$ cat src/rtl/walk_pkg.sv
package walk_pkg;

  typedef enum logic [2:0] {
    ST_IDLE,
    ST_READ_L1,
    ST_CHECK_L1,
    ST_READ_L2,
    ST_CHECK_L2,
    ST_DONE
  } walkState_t;

  // strobes from control to datapath
  typedef struct packed {
    logic latchMiss;   // capture miss address and table base
    logic capEntry;    // capture the returned table word
    logic selL2;       // drive the second-level address
    logic loadResult;  // commit the translated address
  } walkStrobe_t;

  localparam logic [1:0] STAT_OK        = 2'b00;
  localparam logic [1:0] STAT_PAGE_FLT  = 2'b01;
  localparam logic [1:0] STAT_SEG_FLT   = 2'b10;

endpackage

$ cat src/rtl/walk_ctrl.sv
module walk_ctrl
  import walk_pkg::*;
(
  input  logic        clk,
  input  logic        rstN,
  input  logic        missValid,
  input  logic        memRespValid,
  input  logic        entryValid,
  input  logic        pageInRange,
  output walkStrobe_t strb,
  output logic        missReady,
  output logic        memReqValid,
  output logic        doneValid,
  output logic [1:0]  doneStatus
);

  walkState_t state, stateNext;
  logic [1:0] statusReg, statusNext;

  always_ff @(posedge clk or negedge rstN) begin
    if (!rstN) begin
      state     <= ST_IDLE;
      statusReg <= STAT_OK;
    end else begin
      state     <= stateNext;
      statusReg <= statusNext;
    end
  end

  always_comb begin
    stateNext  = state;
    statusNext = statusReg;
    strb       = '0;
    unique case (state)
      ST_IDLE: begin
        if (missValid) begin
          strb.latchMiss = 1'b1;
          stateNext      = ST_READ_L1;
        end
      end
      ST_READ_L1: begin
        if (memRespValid) begin
          strb.capEntry = 1'b1;
          stateNext     = ST_CHECK_L1;
        end
      end
      ST_CHECK_L1: begin
        if (!entryValid || !pageInRange) begin
          statusNext = STAT_SEG_FLT;
          stateNext  = ST_DONE;
        end else begin
          stateNext  = ST_READ_L2;
        end
      end
      ST_READ_L2: begin
        strb.selL2 = 1'b1;
        if (memRespValid) begin
          strb.capEntry = 1'b1;
          stateNext     = ST_CHECK_L2;
        end
      end
      ST_CHECK_L2: begin
        if (entryValid) begin
          statusNext      = STAT_OK;
          strb.loadResult = 1'b1;
        end else begin
          statusNext = STAT_PAGE_FLT;
        end
        stateNext = ST_DONE;
      end
      ST_DONE: begin
        stateNext = ST_IDLE;
      end
      default: begin
        stateNext = ST_IDLE;
      end
    endcase
  end

  assign missReady   = (state == ST_IDLE);
  assign memReqValid = (state == ST_READ_L1) || (state == ST_READ_L2);
  assign doneValid   = (state == ST_DONE);
  assign doneStatus  = statusReg;

endmodule

$ cat src/rtl/walk_datapath.sv
module walk_datapath
  import walk_pkg::*;
#(
  parameter int VA_W   = 32,
  parameter int OFF_W  = 12,
  parameter int SEG_W  = 4,
  parameter int ADDR_W = 32,
  parameter int WORD_W = 32,
  parameter int CNT_W  = 16
) (
  input  logic                    clk,
  input  logic                    rstN,
  input  walkStrobe_t             strb,
  input  logic [VA_W-1:0]         missVaddr,
  input  logic [ADDR_W-1:0]       tableBase,
  input  logic [WORD_W-1:0]       memRespData,
  output logic [ADDR_W-1:0]       memReqAddr,
  output logic                    entryValid,
  output logic                    pageInRange,
  output logic [VA_W-1:0]         donePaddr
);

  localparam int PAGE_W      = VA_W - OFF_W - SEG_W;
  localparam int PTR_W       = WORD_W - CNT_W - 1;
  localparam int PPN_W       = WORD_W - OFF_W;
  localparam int ENTRY_SHIFT = $clog2(WORD_W / 8);
  localparam int CMP_W       = (PAGE_W > CNT_W) ? PAGE_W : CNT_W;

  logic [VA_W-1:0]   vaReg;
  logic [ADDR_W-1:0] baseReg;
  logic [WORD_W-1:0] entryReg;   // shared between both table levels
  logic [VA_W-1:0]   resultReg;

  logic [SEG_W-1:0]  segIdx;
  logic [PAGE_W-1:0] pageIdx;
  logic [OFF_W-1:0]  pageOff;
  logic [CNT_W-1:0]  pageCount;
  logic [PTR_W-1:0]  tablePtr;
  logic [PPN_W-1:0]  leafPpn;
  logic [ADDR_W-1:0] l1Addr;
  logic [ADDR_W-1:0] l2Addr;

  always_ff @(posedge clk or negedge rstN) begin
    if (!rstN) begin
      vaReg     <= '0;
      baseReg   <= '0;
      entryReg  <= '0;
      resultReg <= '0;
    end else begin
      if (strb.latchMiss) begin
        vaReg     <= missVaddr;
        baseReg   <= tableBase;
        resultReg <= '0;
      end
      if (strb.capEntry) begin
        entryReg <= memRespData;
      end
      if (strb.loadResult) begin
        resultReg <= {leafPpn, pageOff};
      end
    end
  end

  assign segIdx   = vaReg[VA_W-1 -: SEG_W];
  assign pageIdx  = vaReg[OFF_W +: PAGE_W];
  assign pageOff  = vaReg[OFF_W-1:0];

  // field views of the held table word
  assign entryValid = entryReg[0];
  assign tablePtr   = entryReg[PTR_W:1];
  assign pageCount  = entryReg[WORD_W-1 -: CNT_W];
  assign leafPpn    = entryReg[WORD_W-1 -: PPN_W];

  assign l1Addr = baseReg + (ADDR_W'(segIdx) << ENTRY_SHIFT);
  assign l2Addr = (ADDR_W'(tablePtr) << OFF_W) + (ADDR_W'(pageIdx) << ENTRY_SHIFT);

  assign memReqAddr  = strb.selL2 ? l2Addr : l1Addr;
  assign pageInRange = CMP_W'(pageIdx) < CMP_W'(pageCount);
  assign donePaddr   = resultReg;

endmodule

$ cat src/rtl/seg_page_walker.sv
module seg_page_walker
  import walk_pkg::*;
#(
  parameter int VA_W   = 32,
  parameter int OFF_W  = 12,
  parameter int SEG_W  = 4,
  parameter int ADDR_W = 32,
  parameter int WORD_W = 32,
  parameter int CNT_W  = 16
) (
  input  logic              clk,
  input  logic              rstN,
  input  logic              missValid,
  input  logic [VA_W-1:0]   missVaddr,
  input  logic [ADDR_W-1:0] tableBase,
  output logic              missReady,
  output logic              memReqValid,
  output logic [ADDR_W-1:0] memReqAddr,
  input  logic              memRespValid,
  input  logic [WORD_W-1:0] memRespData,
  output logic              doneValid,
  output logic [1:0]        doneStatus,
  output logic [VA_W-1:0]   donePaddr
);

  walkStrobe_t strb;
  logic        entryValid;
  logic        pageInRange;

  walk_ctrl u_ctrl (
    .clk         (clk),
    .rstN        (rstN),
    .missValid   (missValid),
    .memRespValid(memRespValid),
    .entryValid  (entryValid),
    .pageInRange (pageInRange),
    .strb        (strb),
    .missReady   (missReady),
    .memReqValid (memReqValid),
    .doneValid   (doneValid),
    .doneStatus  (doneStatus)
  );

  walk_datapath #(
    .VA_W  (VA_W),
    .OFF_W (OFF_W),
    .SEG_W (SEG_W),
    .ADDR_W(ADDR_W),
    .WORD_W(WORD_W),
    .CNT_W (CNT_W)
  ) u_dp (
    .clk        (clk),
    .rstN       (rstN),
    .strb       (strb),
    .missVaddr  (missVaddr),
    .tableBase  (tableBase),
    .memRespData(memRespData),
    .memReqAddr (memReqAddr),
    .entryValid (entryValid),
    .pageInRange(pageInRange),
    .donePaddr  (donePaddr)
  );

endmodule

$ cat config.mk
export PLATFORM = sky130hd
export DESIGN_NAME = seg_page_walker
export DESIGN_NICKNAME = d
export VERILOG_FILES = /design/src/rtl/walk_pkg.sv /design/src/rtl/walk_ctrl.sv /design/src/rtl/walk_datapath.sv /design/src/rtl/seg_page_walker.sv
export SDC_FILE = /design/constraint.sdc
export NUM_CORES = 1
export LEC_CHECK = 0
export BUFFER_PORTS_ARGS = -buffer_cell sky130_fd_sc_hd__buf_2
export CAP_MARGIN = 20
export CORE_ASPECT_RATIO = 2
export CORE_UTILIZATION = 40
export CTS_CLUSTER_SIZE = 20
export DETAILED_ROUTE_END_ITERATION = 10
export PLACE_DENSITY = 0.66
export SLEW_MARGIN = 0
export SYNTH_ARGS = -nofsm -noshare
export SYNTH_HDL_FRONTEND = slang
export SYNTH_HIERARCHICAL = 1
export SYNTH_SLANG_ARGS = --single-unit
$ cat constraint.sdc
create_clock -name clk -period 2.55 [get_ports clk]
set_input_delay 0.1275 -clock clk [delete_from_list [all_inputs] [get_ports clk]]
set_output_delay 0.1275 -clock clk [all_outputs]
set_load 0.005 [all_outputs]
=== After elaboration in Yosys (flattened, before gate mapping) ===
Cells that the tools add are included.

* Flip-flop bits (word level): 133

* Add/subtract/negate cells: 2
* Order comparisons: 1
* Equal/unequal tests: 9
* Mux-type cells: 18
* Reduce and logical (&&, ||, !) cells: 10

{| class="wikitable"
|+ Operators with widths
! operator !! count
|-
| 32-bit two-way mux || 3
|-
| 32-bit by 6-bit adder with 32-bit output || 1
|-
| 27-bit by 18-bit adder with 28-bit output || 1
|-
| 16-bit less-than comparator || 1
|-
| 3-bit case mux with 5 select lines || 1
|-
| 3-bit two-way mux || 4
|-
| 1-bit two-way mux || 8
|-
| 3-bit by 2-bit == test with 1-bit output (second input constant) || 2
|-
| 3-bit == test (second input constant) || 2
|-
| 2-bit inequality test (second input constant) || 3
|-
| 2-bit case mux with 2 select lines || 1
|-
| 2-bit nonzero test || 2
|-
| 3-bit by 1-bit == test with 1-bit output (second input constant) || 1
|-
| 3-bit zero test || 1
|-
| 3-bit AND reduction || 1
|-
| 1-bit zero test || 2
|-
| 1-bit logical OR || 2
|-
| 2-bit two-way mux || 1
|-
| 2-bit by 1-bit inequality test with 1-bit output (second input constant) || 1
|-
| 2-bit AND reduction || 1
|-
| 2-bit OR reduction || 1
|}

=== Longest topological paths before layout ===
* Word-level depth: 5
* Mapped depth: 10

=== Modules after synthesis ===
Netlist, hierarchy kept.

{| class="wikitable"
|+ By module, submodules not included
! module !! instances !! cells an instance !! area each (um^2)
|-
| walk_datapath || 1 || 539 || 6508.7
|-
| walk_ctrl || 1 || 31 || 287.8
|}

=== Least setup slack after synthesis ===
OpenSTA, ideal clock, no wires.

* Path type: flip-flop to output port
* From: reg u_dp.vaReg[28]
* To: out memReqAddr[12]
* Arrival time: 2092 ps
* Path slack: 330 ps
* Stages on the path, launching flop included: 9
* Cell sequence: dfrtp_1 > ha_1 > fa_1 > a21o_1 > a21oi_1 > buf_2 > nor3_1 > xnor2_1 > o21ai_1

* Word-level cells in the longest chain between the ends: 2

{| class="wikitable"
|+ Ends and longest elaborated chain
! element !! RTL line !! RTL
|-
| start, declared || walk_datapath.sv:29 || <nowiki>logic [VA_W-1:0] vaReg;</nowiki>
|-
| start signal, assigned || walk_datapath.sv:51 || <nowiki>vaReg <= missVaddr;</nowiki>
|-
| 32-bit by 6-bit adder with 32-bit output || walk_datapath.sv:74 || <nowiki>assign l1Addr = baseReg + (ADDR_W'(segIdx) << ENTRY_SHIFT);</nowiki>
|-
| 32-bit two-way mux || walk_datapath.sv:77 || <nowiki>assign memReqAddr = strb.selL2 ? l2Addr : l1Addr;</nowiki>
|-
| end, declared || seg_page_walker.sv:18 || <nowiki>output logic [ADDR_W-1:0] memReqAddr,</nowiki>
|}

Every way passes these cells.

=== Worst setup path after layout ===
* From: reg u_dp.vaReg[28]
* To: out memReqAddr[22]

Same word-level chain as after synthesis.

==> flow_summary_export.csv <==
group,metric,value,unit
clock_tree,clock_tree_from_tritoncts,"built",
synthesis,postSynth.topFlopCell,"sky130_fd_sc_hd__dfrtp_1",
drt,detail_route.wirelength,19100,microns
grt,largest_net_degree_at_the_start_of_global_routing,67,
synthesis,cell_variety_after_synth,60,
setup_path,path_cells,"ha_4, fa_2, a21o_1, a21oi_4, buf_12, nor4_2, xnor2_1, mux2i_1, buf_2",
synthesis,synth-seq-area-share,49.0,%
setup_path,r2r_slack,0.17,ns
setup_path,setup.worst_path.end_class,"primary output",
timing,number_of_hold_slack_violations_in_the_final_timing_report,0,
drt,route.antenna.remaining_nets,0,
pwr,power-per-cell-area,1310,mW/mm^2
layout,layout.cells.non_filler,1076,
drt,via_count_normalized_by_instance_count,5.17,
floorplanning,num_io_pins,169,
timing,worst_hold_slack,0.144,ns
layout,antenna_cells_inserted,0,
synthesis,ys_warn_count,6,
floorplanning,initial_core_util,40.7,%
layout,num-fill-cells,1385,
grt,grt_remaining_overflow,0,
synthesis,synth-edff-count,0,
timing,timing.clock.skew,0.00773,ns
synthesis,synth.cell_area,0.00680,sq mm
setup_path,slowest_stage,"sky130_fd_sc_hd__dfrtp_1",
synthesis,average_cell_area_after_synthesis,11.9,sq um
setup_path,critical_path.reg2reg.endpoint,"u_ctrl/doneStatus[0]$_DFFE_PN0P_",
setup_path,delay_of_the_slowest_critical_path_stage,0.41,ns
floorplanning,fp.dieArea,0.0175,sq mm
status,violations_in_the_final_reports,"negative setup slack",
pwr,leakagePower,4.50,nW
run,timing.max_cap.violations,0,
floorplanning,fp.dieH,186,microns
setup_path,data_arrival_time_of_the_worst_path,2.47,ns
drt,pre_antenna_drt_iters,4,
placement,dpl.cell_count,930,
layout,synthToLayoutAreaGrowth,45.4,%
clock_tree,cts_buffers,17,
layout,finalNetCount,983,
pwr,total_power,13.0,mW
layout,final_core_util,59.2,%
clock_tree,cts.reportedPaths.clkPinSlew,0.06,ns
timing,report.final.slew_viol_count,0,
setup_path,cp-start-kind,"flip-flop",
placement,detailed_place_hpwl,13200,microns
clock_tree,cts_max_level,4,
floorplanning,cell_row_count,67,
drt,vias,5561,
synthesis,synthDominantAreaCellType,"sky130_fd_sc_hd__dfrtp_1",
setup_path,timing.critical_path.fanout_max,7,
setup_path,path_class,"flip-flop to primary output",
drt,drc,0,
synthesis,synth.ff_latch_count,133,
clock_tree,clk_root_buffer_cell,"sky130_fd_sc_hd__clkbuf_16",
status,run_status,"finished, violations left",
drt,dr.first_iter.drc_count,149,
timing,final.min_clock_period,2.59,ns
grt,grt_pass1_wl,30300,microns
timing,fin_ws,-0.0427,ns
worst_hold_path,worstHoldPathType,"primary input to async pin",
clock_tree,clock_sink_count,133,
grt,number_of_antenna_violations_at_the_first_check_in_global_routing,0,
setup_path,cp-endpoint,"memReqAddr[22]",
grt,grt_util_all_layers,22.9,%
timing,grt_setup_unrepaired,"yes",
timing,layout_worst_path_cycle_share,102,%
setup_path,worst-r2r-cell-count,9,
timing,report.final.setup_viol,8,
setup_path,critical_path.reg2reg.startpoint,"u_dp/vaReg[23]$_DFFE_PN0P_",
synthesis,syn-num-nets,697,
setup_path,crit_required,2.42,ns
synthesis,synthesized_netlist_cell_count,570,
timing,worst_slew_pin_slew,0.616,ns
placement,numPortBuffers,168,
synthesis,netlist_top_cells_area,"sky130_fd_sc_hd__dfrtp_1 (49%), sky130_fd_sc_hd__mux2_2 (14%), sky130_fd_sc_hd__ha_1 (4.6%)",
clock_tree,ctsLongestPathBuffers,2,
floorplanning,die_width,94.2,microns
layout,drive_above_1_share,42.9,%
synthesis,synth_largest_type_area_fraction,49.0,%
synthesis,ys_async_sr_fraction,100,%
drt,routed_wire_length_per_instance,17.7,microns
pwr,vdd_drop_max,699,uV
setup_path,critPathLaunch,"u_dp/vaReg[28]$_DFFE_PN0P_",
clock_tree,source_to_sink_clock_delay_at_the_later_pin_of_the_worst_skew_pair,0.43,ns
timing,clock.fmax,386,MHz
timing,timing.slew.headroom,59.0,%
floorplanning,core_region_area,0.0167,sq mm
grt,vias_in_the_first_global_route,6053,
placement,gp_congestion,0.873,
power breakdown:
group / leakage [nW] / switching, mW / internal [mW]
Combinational: 2.58 / 3.02 / 3.33
Clock: 0.283 / 0.981 / 1.50
Sequential: 1.64 / 0.986 / 3.14
Total: 4.50 / 4.99 / 7.97
metrics by stage:
stage / setup slack (ns) / setup TNS [ns] / cell area, sq um
after global placement: 0.165 / 0 / 7940
after detailed placement: 0.0907 / 0 / 7940
after CTS: -0.0526 / -0.350 / 9770
after floorplan: 0.330 / 0 / 6800
after global routing: -0.127 / -1.62 / 9880
final: -0.0427 / -0.117 / 9880
how the worst min path moves through the flow:
stage,from,to,slack (ns)
2_1_floorplan,rstN,u_ctrl/doneStatus[0]$_DFFE_PN0P_,-0.17
3_3_place_gp,rstN,u_dp/baseReg[27]$_DFFE_PN0P_,0.01
3_5_place_dp,rstN,u_dp/baseReg[27]$_DFFE_PN0P_,0.02
4_1_cts,rstN,u_dp/baseReg[27]$_DFFE_PN0P_,0.14
5_1_grt,rstN,u_dp/baseReg[27]$_DFFE_PN0P_,0.16
6_report,rstN,u_dp/baseReg[27]$_DFFE_PN0P_,0.14
synth_stat cells (all sizes together), types with 7 or more instances:
cell type  count
dfrtp        133
mux2          82
a21oi         11
buf            9
clkbuf        22
ha            25
mux2i         10
a21o           7
nand3         11
xnor2         30
xor2          10
inv           18
nor2          12
nor4           9
o21ai         38
nand2         42
a22o          32
nand4          8
sequential cells by signal, indices dropped and copies added (netlist names):
signal             cells
u_ctrl/doneStatus      2
u_ctrl/state           3
u_dp/baseReg          32
u_dp/donePaddr        32
u_dp/entryReg         32
u_dp/vaReg            32
worst max-delay path: cells and delay by family, from the launching register on:
| family | cells | cell delay [ns] |
|---|---|---|
| buf+inv | 2 | 0.32 |
| mux | 1 | 0.18 |
| fa+ha+maj | 2 | 0.51 |
| simple gates | 1 | 0.05 |
| flops | 1 | 0.41 |
| compound gates | 2 | 0.43 |
| xor+xnor | 1 | 0.13 |
cell families after synthesis:
logic type               after synthesis  synth area share [%]
flip-flops                           133                  49.0
AND/OR/NAND/NOR                      120                  11.5
AO/OA/AOI/OAI                        109                  11.1
multiplexers                          92                  15.1
buffers and inverters                 49                  3.07
XOR/XNOR                              40                  5.15
adder cells (fa/ha/maj)               27                  5.19
cell type report:
class / instances / area [sq um] / area share [%]
multi-input combinational: 388 / 3480 / 35.2
sequential: 133 / 3330 / 33.7
timing repair buffer: 298 / 2150 / 21.7
clock buffer: 19 / 453 / 4.58
tap: 207 / 259 / 2.62
clock inverter: 13 / 148 / 1.49
inverter: 18 / 67.6 / 0.684
per-layer routing:
metal / part of all wire, % / track usage [%] / vias up
li1: - / - / 2633
met1: 37 / 24.5 / 2710
met2: 55 / 40.5 / 171
met3: 3.5 / 4.65 / 47
met4: 4.5 / 13.1 / 0
met5: 0 / 0 / -
layout by cell type, fill, tap and decap left out, types with 4 or more instances in the layout:
master | synthesis | routed
sky130_fd_sc_hd__buf_2 | 5 | 167
sky130_fd_sc_hd__dfrtp_1 | 133 | 131
sky130_fd_sc_hd__dlygate4sd3_1 | 0 | 99
sky130_fd_sc_hd__mux2_2 | 82 | 82
sky130_fd_sc_hd__nand2_1 | 42 | 42
sky130_fd_sc_hd__a22o_1 | 32 | 32
sky130_fd_sc_hd__xnor2_1 | 30 | 29
sky130_fd_sc_hd__o21ai_0 | 29 | 24
sky130_fd_sc_hd__buf_4 | 1 | 22
sky130_fd_sc_hd__inv_1 | 18 | 18
sky130_fd_sc_hd__ha_1 | 25 | 18
sky130_fd_sc_hd__clkbuf_16 | 0 | 17
sky130_fd_sc_hd__xor2_1 | 10 | 10
sky130_fd_sc_hd__mux2i_1 | 10 | 10
sky130_fd_sc_hd__o21ai_1 | 9 | 10
sky130_fd_sc_hd__nand3_1 | 10 | 8
sky130_fd_sc_hd__nor2_1 | 12 | 7
sky130_fd_sc_hd__a21oi_1 | 11 | 7
sky130_fd_sc_hd__a21o_1 | 7 | 7
sky130_fd_sc_hd__nand4_1 | 7 | 7
sky130_fd_sc_hd__buf_6 | 2 | 5
sky130_fd_sc_hd__buf_12 | 0 | 5
sky130_fd_sc_hd__nor4_2 | 5 | 5
sky130_fd_sc_hd__ha_4 | 0 | 5
sky130_fd_sc_hd__clkinvlp_4 | 0 | 4
sky130_fd_sc_hd__and3_1 | 4 | 4
sky130_fd_sc_hd__a211o_1 | 4 | 4
sky130_fd_sc_hd__nor2b_1 | 5 | 4
repair_timing:
action	CTS	global route
gates resized for setup	24	26
pin swaps	19	22
endpoints found under the hold margin	189	0
setup endpoints to repair	19	25
hold buffers	99	0
gates cloned	1	0
setup buffers	12	3
(Power assumes the default switching activity.)
